### src/rtl/dual_rx_pkg.sv
package dual_rx_pkg;

  typedef enum logic [1:0] {
    RX_IDLE = 2'd0,
    RX_FILL = 2'd1,
    RX_DROP = 2'd2
  } rx_state_e;

  localparam int STAT_DONE_BIT = 0;
  localparam int STAT_IE_BIT   = 3;

  // Build a 32-bit status word from the two live bits.
  function automatic logic [31:0] pack_status(input logic done, input logic ie);
    logic [31:0] s;
    s = '0;
    s[STAT_DONE_BIT] = done;
    s[STAT_IE_BIT]   = ie;
    return s;
  endfunction

endpackage

### src/rtl/rxb_sat_counter.sv
module rxb_sat_counter #(
  parameter int W = 8
) (
  input  logic         clk,
  input  logic         rst_n,
  input  logic         inc,
  output logic [W-1:0] count
);

  localparam logic [W-1:0] MAXV = '1;

  always_ff @(posedge clk) begin
    if (!rst_n)
      count <= '0;
    else if (inc && count != MAXV)
      count <= count + W'(1);
  end

endmodule

### src/rtl/rxb_bank.sv
module rxb_bank #(
  parameter int DEPTH = 16,
  parameter int AW    = 4
) (
  input  logic          clk,
  input  logic          rst_n,
  input  logic          wr_en,
  input  logic [AW-1:0] wr_addr,
  input  logic [1:0]    wr_lane,
  input  logic [7:0]    wr_byte,
  input  logic          set_done,
  input  logic          sw_wr,
  input  logic          sw_done_bit,
  input  logic          sw_ie_bit,
  input  logic [AW-1:0] rd_addr,
  output logic [31:0]   rd_word,
  output logic          done,
  output logic          ie
);

  logic [31:0] mem [DEPTH];

  // Lane 0 starts a new word and zeroes the lanes above it.
  always_ff @(posedge clk) begin
    if (wr_en) begin
      if (wr_lane == 2'd0)
        mem[wr_addr] <= {24'd0, wr_byte};
      else
        mem[wr_addr][{wr_lane, 3'b000} +: 8] <= wr_byte;
    end
  end

  assign rd_word = mem[rd_addr];

  // Only the hardware sets done; only software clears it.
  always_ff @(posedge clk) begin
    if (!rst_n) begin
      done <= 1'b0;
      ie   <= 1'b0;
    end else begin
      if (set_done)
        done <= 1'b1;
      else if (sw_wr && !sw_done_bit)
        done <= 1'b0;
      if (sw_wr)
        ie <= sw_ie_bit;
    end
  end

endmodule

### src/rtl/rxb_frame_ctrl.sv
module rxb_frame_ctrl
  import dual_rx_pkg::*;
#(
  parameter int NBANK     = 2,
  parameter int CAP_BYTES = 64,
  parameter int CNT_W     = 7,
  parameter int AW        = 4
) (
  input  logic             clk,
  input  logic             rst_n,
  input  logic [7:0]       rx_data,
  input  logic             rx_valid,
  input  logic             rx_last,
  input  logic [NBANK-1:0] bank_done,
  output logic             wr_en,
  output logic             wr_bank,
  output logic [AW-1:0]    wr_addr,
  output logic [1:0]       wr_lane,
  output logic [7:0]       wr_byte,
  output logic             store_evt,
  output logic             drop_evt
);

  function automatic logic [AW-1:0] word_of(input logic [CNT_W-1:0] c);
    return AW'(c >> 2);
  endfunction

  function automatic logic [1:0] lane_of(input logic [CNT_W-1:0] c);
    return c[1:0];
  endfunction

  function automatic logic has_room(input logic [CNT_W-1:0] c);
    return c < CNT_W'(CAP_BYTES);
  endfunction

  rx_state_e        state;
  logic             cur_bank, next_bank;
  logic [CNT_W-1:0] byte_cnt;
  logic             ovf;

  logic [1:0]       done_ext;
  logic             in_idle, tgt_bank, tgt_busy, fill_byte, room, ovf_now;
  logic [CNT_W-1:0] eff_cnt;

  generate
    if (NBANK == 2) begin : g_two
      assign done_ext = bank_done;
    end else begin : g_one
      assign done_ext = {1'b0, bank_done};
    end
  endgenerate

  assign in_idle   = (state == RX_IDLE);
  assign tgt_bank  = in_idle ? next_bank : cur_bank;
  assign tgt_busy  = done_ext[next_bank];
  assign eff_cnt   = in_idle ? '0 : byte_cnt;
  assign room      = has_room(eff_cnt);
  assign fill_byte = rx_valid && ((in_idle && !tgt_busy) || state == RX_FILL);
  assign ovf_now   = (!in_idle && ovf) || (fill_byte && !room);

  assign wr_en     = fill_byte && room;
  assign wr_bank   = tgt_bank;
  assign wr_addr   = word_of(eff_cnt);
  assign wr_lane   = lane_of(eff_cnt);
  assign wr_byte   = rx_data;
  assign store_evt = fill_byte && rx_last && !ovf_now;
  assign drop_evt  = rx_valid && in_idle && tgt_busy;

  always_ff @(posedge clk) begin
    if (!rst_n) begin
      state     <= RX_IDLE;
      cur_bank  <= 1'b0;
      next_bank <= 1'b0;
      byte_cnt  <= '0;
      ovf       <= 1'b0;
    end else begin
      if (rx_valid) begin
        case (state)
          RX_IDLE: begin
            cur_bank <= next_bank;
            byte_cnt <= CNT_W'(1);
            ovf      <= 1'b0;
            if (!rx_last)
              state <= tgt_busy ? RX_DROP : RX_FILL;
          end
          RX_FILL: begin
            if (room)
              byte_cnt <= byte_cnt + CNT_W'(1);
            ovf <= ovf_now;
            if (rx_last)
              state <= RX_IDLE;
          end
          RX_DROP: begin
            if (rx_last)
              state <= RX_IDLE;
          end
          default: state <= RX_IDLE;
        endcase
      end
      if (store_evt && NBANK == 2)
        next_bank <= ~tgt_bank;
    end
  end

endmodule

### src/rtl/dual_rx_bank_ctrl.sv
module dual_rx_bank_ctrl
  import dual_rx_pkg::*;
#(
  parameter int DEPTH_WORDS = 16,
  parameter bit HAS_PONG    = 1'b1,
  parameter int DROP_W      = 8
) (
  input  logic                           clk,
  input  logic                           rst_n,
  input  logic [7:0]                     rx_data,
  input  logic                           rx_valid,
  input  logic                           rx_last,
  input  logic                           sw_wr,
  input  logic                           sw_sel,
  input  logic [31:0]                    sw_wdata,
  input  logic                           rd_sel,
  input  logic [$clog2(DEPTH_WORDS)-1:0] rd_addr,
  output logic [31:0]                    rd_data,
  output logic [31:0]                    ping_status,
  output logic [31:0]                    pong_status,
  output logic                           irq,
  output logic [DROP_W-1:0]              drop_count
);

  localparam int NBANK     = HAS_PONG ? 2 : 1;
  localparam int CAP_BYTES = DEPTH_WORDS * 4;
  localparam int CNT_W     = $clog2(CAP_BYTES + 1);
  localparam int AW        = $clog2(DEPTH_WORDS);

  logic             wr_en, wr_bank, store_evt, drop_evt;
  logic [AW-1:0]    wr_addr;
  logic [1:0]       wr_lane;
  logic [7:0]       wr_byte;
  logic [NBANK-1:0] bank_done, bank_ie, set_vec;
  logic [31:0]      bank_word [NBANK];
  logic             unused_wdata;

  assign unused_wdata = ^{sw_wdata[31:4], sw_wdata[2:1]};

  rxb_frame_ctrl #(
    .NBANK(NBANK), .CAP_BYTES(CAP_BYTES), .CNT_W(CNT_W), .AW(AW)
  ) u_frame (
    .clk(clk), .rst_n(rst_n),
    .rx_data(rx_data), .rx_valid(rx_valid), .rx_last(rx_last),
    .bank_done(bank_done),
    .wr_en(wr_en), .wr_bank(wr_bank), .wr_addr(wr_addr),
    .wr_lane(wr_lane), .wr_byte(wr_byte),
    .store_evt(store_evt), .drop_evt(drop_evt)
  );

  generate
    for (genvar b = 0; b < NBANK; b++) begin : g_bank
      assign set_vec[b] = store_evt && (wr_bank == 1'(b));
      rxb_bank #(.DEPTH(DEPTH_WORDS), .AW(AW)) u_bank (
        .clk(clk), .rst_n(rst_n),
        .wr_en(wr_en && (wr_bank == 1'(b))),
        .wr_addr(wr_addr), .wr_lane(wr_lane), .wr_byte(wr_byte),
        .set_done(set_vec[b]),
        .sw_wr(sw_wr && (sw_sel == 1'(b))),
        .sw_done_bit(sw_wdata[STAT_DONE_BIT]),
        .sw_ie_bit(sw_wdata[STAT_IE_BIT]),
        .rd_addr(rd_addr), .rd_word(bank_word[b]),
        .done(bank_done[b]), .ie(bank_ie[b])
      );
    end

    if (HAS_PONG) begin : g_pong_out
      assign rd_data     = rd_sel ? bank_word[1] : bank_word[0];
      assign pong_status = pack_status(bank_done[1], bank_ie[1]);
    end else begin : g_ping_only
      assign rd_data     = rd_sel ? 32'd0 : bank_word[0];
      assign pong_status = '0;
    end
  endgenerate

  assign ping_status = pack_status(bank_done[0], bank_ie[0]);

  always_ff @(posedge clk) begin
    if (!rst_n)
      irq <= 1'b0;
    else
      irq <= |(set_vec & bank_ie);
  end

  rxb_sat_counter #(.W(DROP_W)) u_drops (
    .clk(clk), .rst_n(rst_n), .inc(drop_evt), .count(drop_count)
  );

endmodule

### config.mk
export PLATFORM = sky130hd
export DESIGN_NAME = dual_rx_bank_ctrl
export DESIGN_NICKNAME = d
export VERILOG_FILES = /design/src/rtl/dual_rx_pkg.sv /design/src/rtl/rxb_sat_counter.sv /design/src/rtl/rxb_bank.sv /design/src/rtl/rxb_frame_ctrl.sv /design/src/rtl/dual_rx_bank_ctrl.sv
export SDC_FILE = /design/constraint.sdc
export NUM_CORES = 1
export LEC_CHECK = 0
export ABC_AREA = 1
export CORE_ASPECT_RATIO = 0.6
export CORE_MARGIN = 4
export CORE_UTILIZATION = 50
export DETAILED_ROUTE_END_ITERATION = 6
export PLACE_DENSITY_LB_ADDON = 0.05
export SYNTH_ARGS = -nofsm -noshare
export SYNTH_HDL_FRONTEND = slang
export SYNTH_SLANG_ARGS = --single-unit
### constraint.sdc
create_clock -name clk -period 3.8 [get_ports clk]
set_input_delay 0.57 -clock clk [delete_from_list [all_inputs] [get_ports clk]]
set_output_delay 0.57 -clock clk [all_outputs]
set_load 0.01 [all_outputs]
==> tab_implementation.tex <==
\begin{tabular}{lr}
\hline
Metric & Value \\
\hline
\multicolumn{2}{l}{\textbf{Worst setup path}} \\
Type of the worst setup path & flop to flop \\
CP Max Fanout & 10 \\
Maximum cell stage delay along the critical path & 0.75 ns \\
Cell Chain, Critical Path & inv\_1, ha\_1, inv\_2, nand2\_1, nor2\_1, nand2\_1, buf\_4, nor2\_1, buf\_4 \\
Data arrival time of the critical path & 3.93 ns \\
Critical Path RT & 4.19 ns \\
Combined buffer and inverter count along the critical path & 4 \\
Slowest cell on the critical path & sky130\_fd\_sc\_hd\_\_nand2\_1 \\
Slack of the worst reg-to-reg path & 0.26 ns \\
Nature of the critical path endpoint & flop \\
Top cell family by delay on the critical path & simple AND/OR/NAND/NOR gates \\
Nature of the critical path startpoint & flop \\
\multicolumn{2}{l}{\textbf{Clock tree}} \\
Number of buffers created by CTS & 97 \\
Clock tree buffer depth & 3 \\
Clk\_lat worst skew & 0.69 ns \\
Clock sink total & 1049 \\
CTS H-tree depth & 3 \\
Post-CTS Hold Buffers & 0 \\
Post-CTS clock slew at the launch and capture registers of the worst setup and hold paths & 0.06 ns \\
TritonCTS clock tree & yes \\
Root buffer cell & sky130\_fd\_sc\_hd\_\_clkbuf\_16 \\
\multicolumn{2}{l}{\textbf{Global routing}} \\
Met3 demand-to-capacity share in global routing & 6.695\% \\
Number of global-route vias before repair & 28.20k \\
Initial antenna violation count & 3 \\
Maximum number of pins on one net before global-route repair & 86 \\
Global routing usage summed across all routing layers & 26.87\% \\
Global Route met1 Usage & 41.97\% \\
Top Usage Layer GRT & met1 \\
Overflow left after global routing & 0 \\
First-pass GRT wire length & 184.1 mm \\
Grt met2 use & 37.87\% \\
\multicolumn{2}{l}{\textbf{Logic synthesis}} \\
Simple-gate share of the synthesized area & 23.05\% \\
Xor and xnor area share after synthesis & 0.09983\% \\
Number of enable flip-flop cells after synthesis & 1024 \\
Share of the yosys chip area belonging to registers & 71.24\% \\
Proportion of synthesized area in mux cells & 0\% \\
Main synth FF type & sky130\_fd\_sc\_hd\_\_edfxtp\_1 \\
Largest family of logic cells by synthesized area & simple AND/OR/NAND/NOR gates \\
Number of different library cells in the post-synthesis netlist & 33 \\
Post-synthesis sequential element count & 1049 \\
Syn\_area\_per\_cell & 11.23 um2 \\
Warnings, synthesis & 0 \\
Post-Synthesis Cells & 3906 \\
Synthesized-area fraction occupied by adder cells & 0.2567\% \\
Proportion of register bits with asynchronous set or reset after synthesis & 0\% \\
Synth Area in Compound Gates & 1.526\% \\
Synthesized area & 43860 um2 \\
\multicolumn{2}{l}{\textbf{Timing}} \\
Slew Limit Fails & 0 \\
Tightest hold margin & 0.4972 ns \\
Worst Skew & 0.02445 ns \\
Setup TNS & 0 ns \\
Minimum clock period after layout & 3.538 ns \\
Final hold viol count & 0 \\
Period utilization & 93.10\% \\
Number of setup violations in the final report & 0 \\
RSZ-0062 raised after global routing & no \\
Fin worst setup slack & 0.2622 ns \\
Actual transition at the worst max-transition pin & 1.164 ns \\
Worst slew margin & 22.08\% \\
Highest Clock Rate & 0.2827 GHz \\
\multicolumn{2}{l}{\textbf{Placement}} \\
Weighted congestion reported at the end of routability-driven placement & 0.8639 \\
Post-detailed-placement half-perimeter wirelength & 81.26 mm \\
Placed cells & 5120 \\
Worst slack at placement & 0.1721 ns \\
Quantity of I/O buffers inserted on ports & 65 \\
\multicolumn{2}{l}{\textbf{Flow run}} \\
Count of maximum capacitance violations & 0 \\
\multicolumn{2}{l}{\textbf{Status}} \\
Run status & finished, final reports clean \\
\multicolumn{2}{l}{\textbf{Floorplan}} \\
Starting utilization of the core area & 50.89\% \\
Floorplan die height & 237.4 um \\
Area enclosed by the die boundary & 92690 um2 \\
Row count & 83 \\
Horizontal die dimension & 390.4 um \\
Core area & 86200 um2 \\
I/O pin count & 156 \\
\multicolumn{2}{l}{\textbf{Power and ir drop}} \\
Leakage component of the power & 0.01824 uW \\
Total power density per cell area & 491.7 nW/um2 \\
Max IR drop VDD & 0.3424 mV \\
\multicolumn{2}{l}{\textbf{Final layout}} \\
Total number of nets in the final design & 4133 \\
Fillers & 6988 \\
Final Core Density & 58.24\% \\
Cell Count, Final, Fillers Out & 5305 \\
Layout area overhead & 14.45\% \\
Layout cell share with drive strength beyond 1 & 10.20\% \\
\multicolumn{2}{l}{\textbf{Detailed routing}} \\
Number of vias per cell after detailed routing & 5.698 \\
Number of design-rule violations left by the first detailed-router iteration & 3680 \\
First-pass detailed-route iteration total & 6 \\
DRC violations left & 0 \\
Total wire length & 125.5 mm \\
Antenna viol nets, final & 0 \\
Drt wl/cell & 23.65 um \\
Total via count in the routed design & 30.23k \\
\multicolumn{2}{l}{\textbf{Min path}} \\
Tightest Hold Check Type & flop to flop \\
\hline
\end{tabular}
-- worst paths after layout --
| check | depth (start not counted) | startpoint | endpoint |
|---|---|---|---|
| worst max-delay path | 9 | u_frame.state[0] | g_bank[0].u_bank.mem[8][24] |
| worst min-delay path | 2 | u_drops.count[3] | u_drops.count[3] |
| worst max register to register | 9 | u_frame.state[0] | g_bank[0].u_bank.mem[8][24] |
| worst min register to register | 2 | u_drops.count[3] | u_drops.count[3] |
-- power breakdown --
group | total (uW) | switching [uW] | internal (uW) | leakage, uW
logic | 1800 | 1260 | 538 | 0.00760
clock network | 10200 | 4240 | 5970 | 0.00162
registers | 12700 | 26.1 | 12600 | 0.00903
total | 24700 | 5530 | 19200 | 0.0182
-- timing repair --
item                       in CTS  in global routing
resized for setup               0                  4
buffers inserted                0                  0
hold endpoints to repair        0                  0
setup endpoints to repair       0                 56
-- final cells by class --
class                   count  area, um2  area share [%]
multi-input cells        2576      11170           22.25
well taps                1147       1435           2.859
clock buffers             114       2596           5.172
diodes                      3      7.507         0.01495
flip-flops and latches   1049      31250           62.25
repair buffers            305       2815           5.608
inverters                  44      182.7          0.3639
clock inverters            67      743.2           1.480
-- metrics by stage --
stage	area, um2	power (uW)
global placement	46840	14670
CTS	50180	24820
global route	50190	25480
detailed placement	46840	14700
finish	50200	24690
floorplan	44090	14010
-- synthesized netlist by cell type, types with 2 or more instances --
master	instances	area share (%)
sky130_fd_sc_hd__a21oi_1	53	0.60
sky130_fd_sc_hd__clkbuf_1	82	0.70
sky130_fd_sc_hd__nor2_1	225	1.9
sky130_fd_sc_hd__o21a_1	32	0.55
sky130_fd_sc_hd__nand2_2	5	0.071
sky130_fd_sc_hd__nand3_1	819	9.3
sky130_fd_sc_hd__inv_2	5	0.043
sky130_fd_sc_hd__o21ai_2	8	0.16
sky130_fd_sc_hd__dfxtp_1	25	1.1
sky130_fd_sc_hd__ha_1	9	0.26
sky130_fd_sc_hd__edfxtp_1	1024	70
sky130_fd_sc_hd__xnor2_1	2	0.040
sky130_fd_sc_hd__nand4_1	3	0.043
sky130_fd_sc_hd__buf_2	123	1.4
sky130_fd_sc_hd__o21ai_0	15	0.17
sky130_fd_sc_hd__nor2_4	2	0.051
sky130_fd_sc_hd__inv_1	38	0.33
sky130_fd_sc_hd__nor3_1	6	0.068
sky130_fd_sc_hd__nand2_1	1325	11
sky130_fd_sc_hd__buf_4	65	1.1
sky130_fd_sc_hd__buf_1	26	0.22
sky130_fd_sc_hd__xor2_1	3	0.060
-- cell usage in the layout (no fill, tap or decap), types with 7 or more instances in the layout --
| cell type | instances |
|---|---|
| sky130_fd_sc_hd__nand2_1 | 1325 |
| sky130_fd_sc_hd__edfxtp_1 | 1024 |
| sky130_fd_sc_hd__nand3_1 | 819 |
| sky130_fd_sc_hd__nor2_1 | 222 |
| sky130_fd_sc_hd__buf_4 | 213 |
| sky130_fd_sc_hd__clkbuf_16 | 101 |
| sky130_fd_sc_hd__conb_1 | 60 |
| sky130_fd_sc_hd__clkdlybuf4s50_1 | 60 |
| sky130_fd_sc_hd__a21oi_1 | 53 |
| sky130_fd_sc_hd__inv_1 | 36 |
| sky130_fd_sc_hd__o21a_1 | 32 |
| sky130_fd_sc_hd__buf_12 | 29 |
| sky130_fd_sc_hd__dfxtp_1 | 25 |
| sky130_fd_sc_hd__clkinv_1 | 24 |
| sky130_fd_sc_hd__bufinv_16 | 16 |
| sky130_fd_sc_hd__clkinv_2 | 16 |
| sky130_fd_sc_hd__o21ai_0 | 15 |
| sky130_fd_sc_hd__clkbuf_1 | 11 |
| sky130_fd_sc_hd__o21ai_2 | 8 |
| sky130_fd_sc_hd__ha_1 | 8 |
| sky130_fd_sc_hd__clkinvlp_4 | 7 |
-- tightest hold or removal path: stages, from the launching register on --
cell and delay [ns]:
sky130_fd_sc_hd__dfxtp_1 0.34, sky130_fd_sc_hd__inv_1 0.06, sky130_fd_sc_hd__a21oi_1 0.05
-- flip-flops by register name (all words and copies together) (netlist names) --
name,cells
u_frame.cur_bank,1
irq,1
u_drops.count,8
u_frame.next_bank,1
g_bank.u_bank.mem,1024
u_frame.state,2
g_bank.u_bank.ie,2
g_bank.u_bank.done,2
u_frame.byte_cnt,7
u_frame.ovf,1
-- cells by family (layout without fill, tap and decap cells) --
| family | count (synthesis) | count (layout) |
|---|---|---|
| AO/OA/AOI/OAI | 111 | 111 |
| XOR/XNOR | 5 | 5 |
| adder cells (fa/ha/maj) | 9 | 9 |
| buffers and inverters | 340 | 530 |
| flip-flops | 1049 | 1049 |
| other | 1 | 63 |
| AND/OR/NAND/NOR | 2391 | 2391 |
-- routing by layer --
| layer | wire length, um | up-vias |
|---|---|---|
| met2 | 52930 | 1336 |
| met5 | 34 | - |
| met3 | 12840 | 180 |
| met4 | 2720 | 6 |
| li1 | - | 13820 |
| met1 | 56920 | 14890 |
Note: power is estimated with default switching activity, not from simulation.
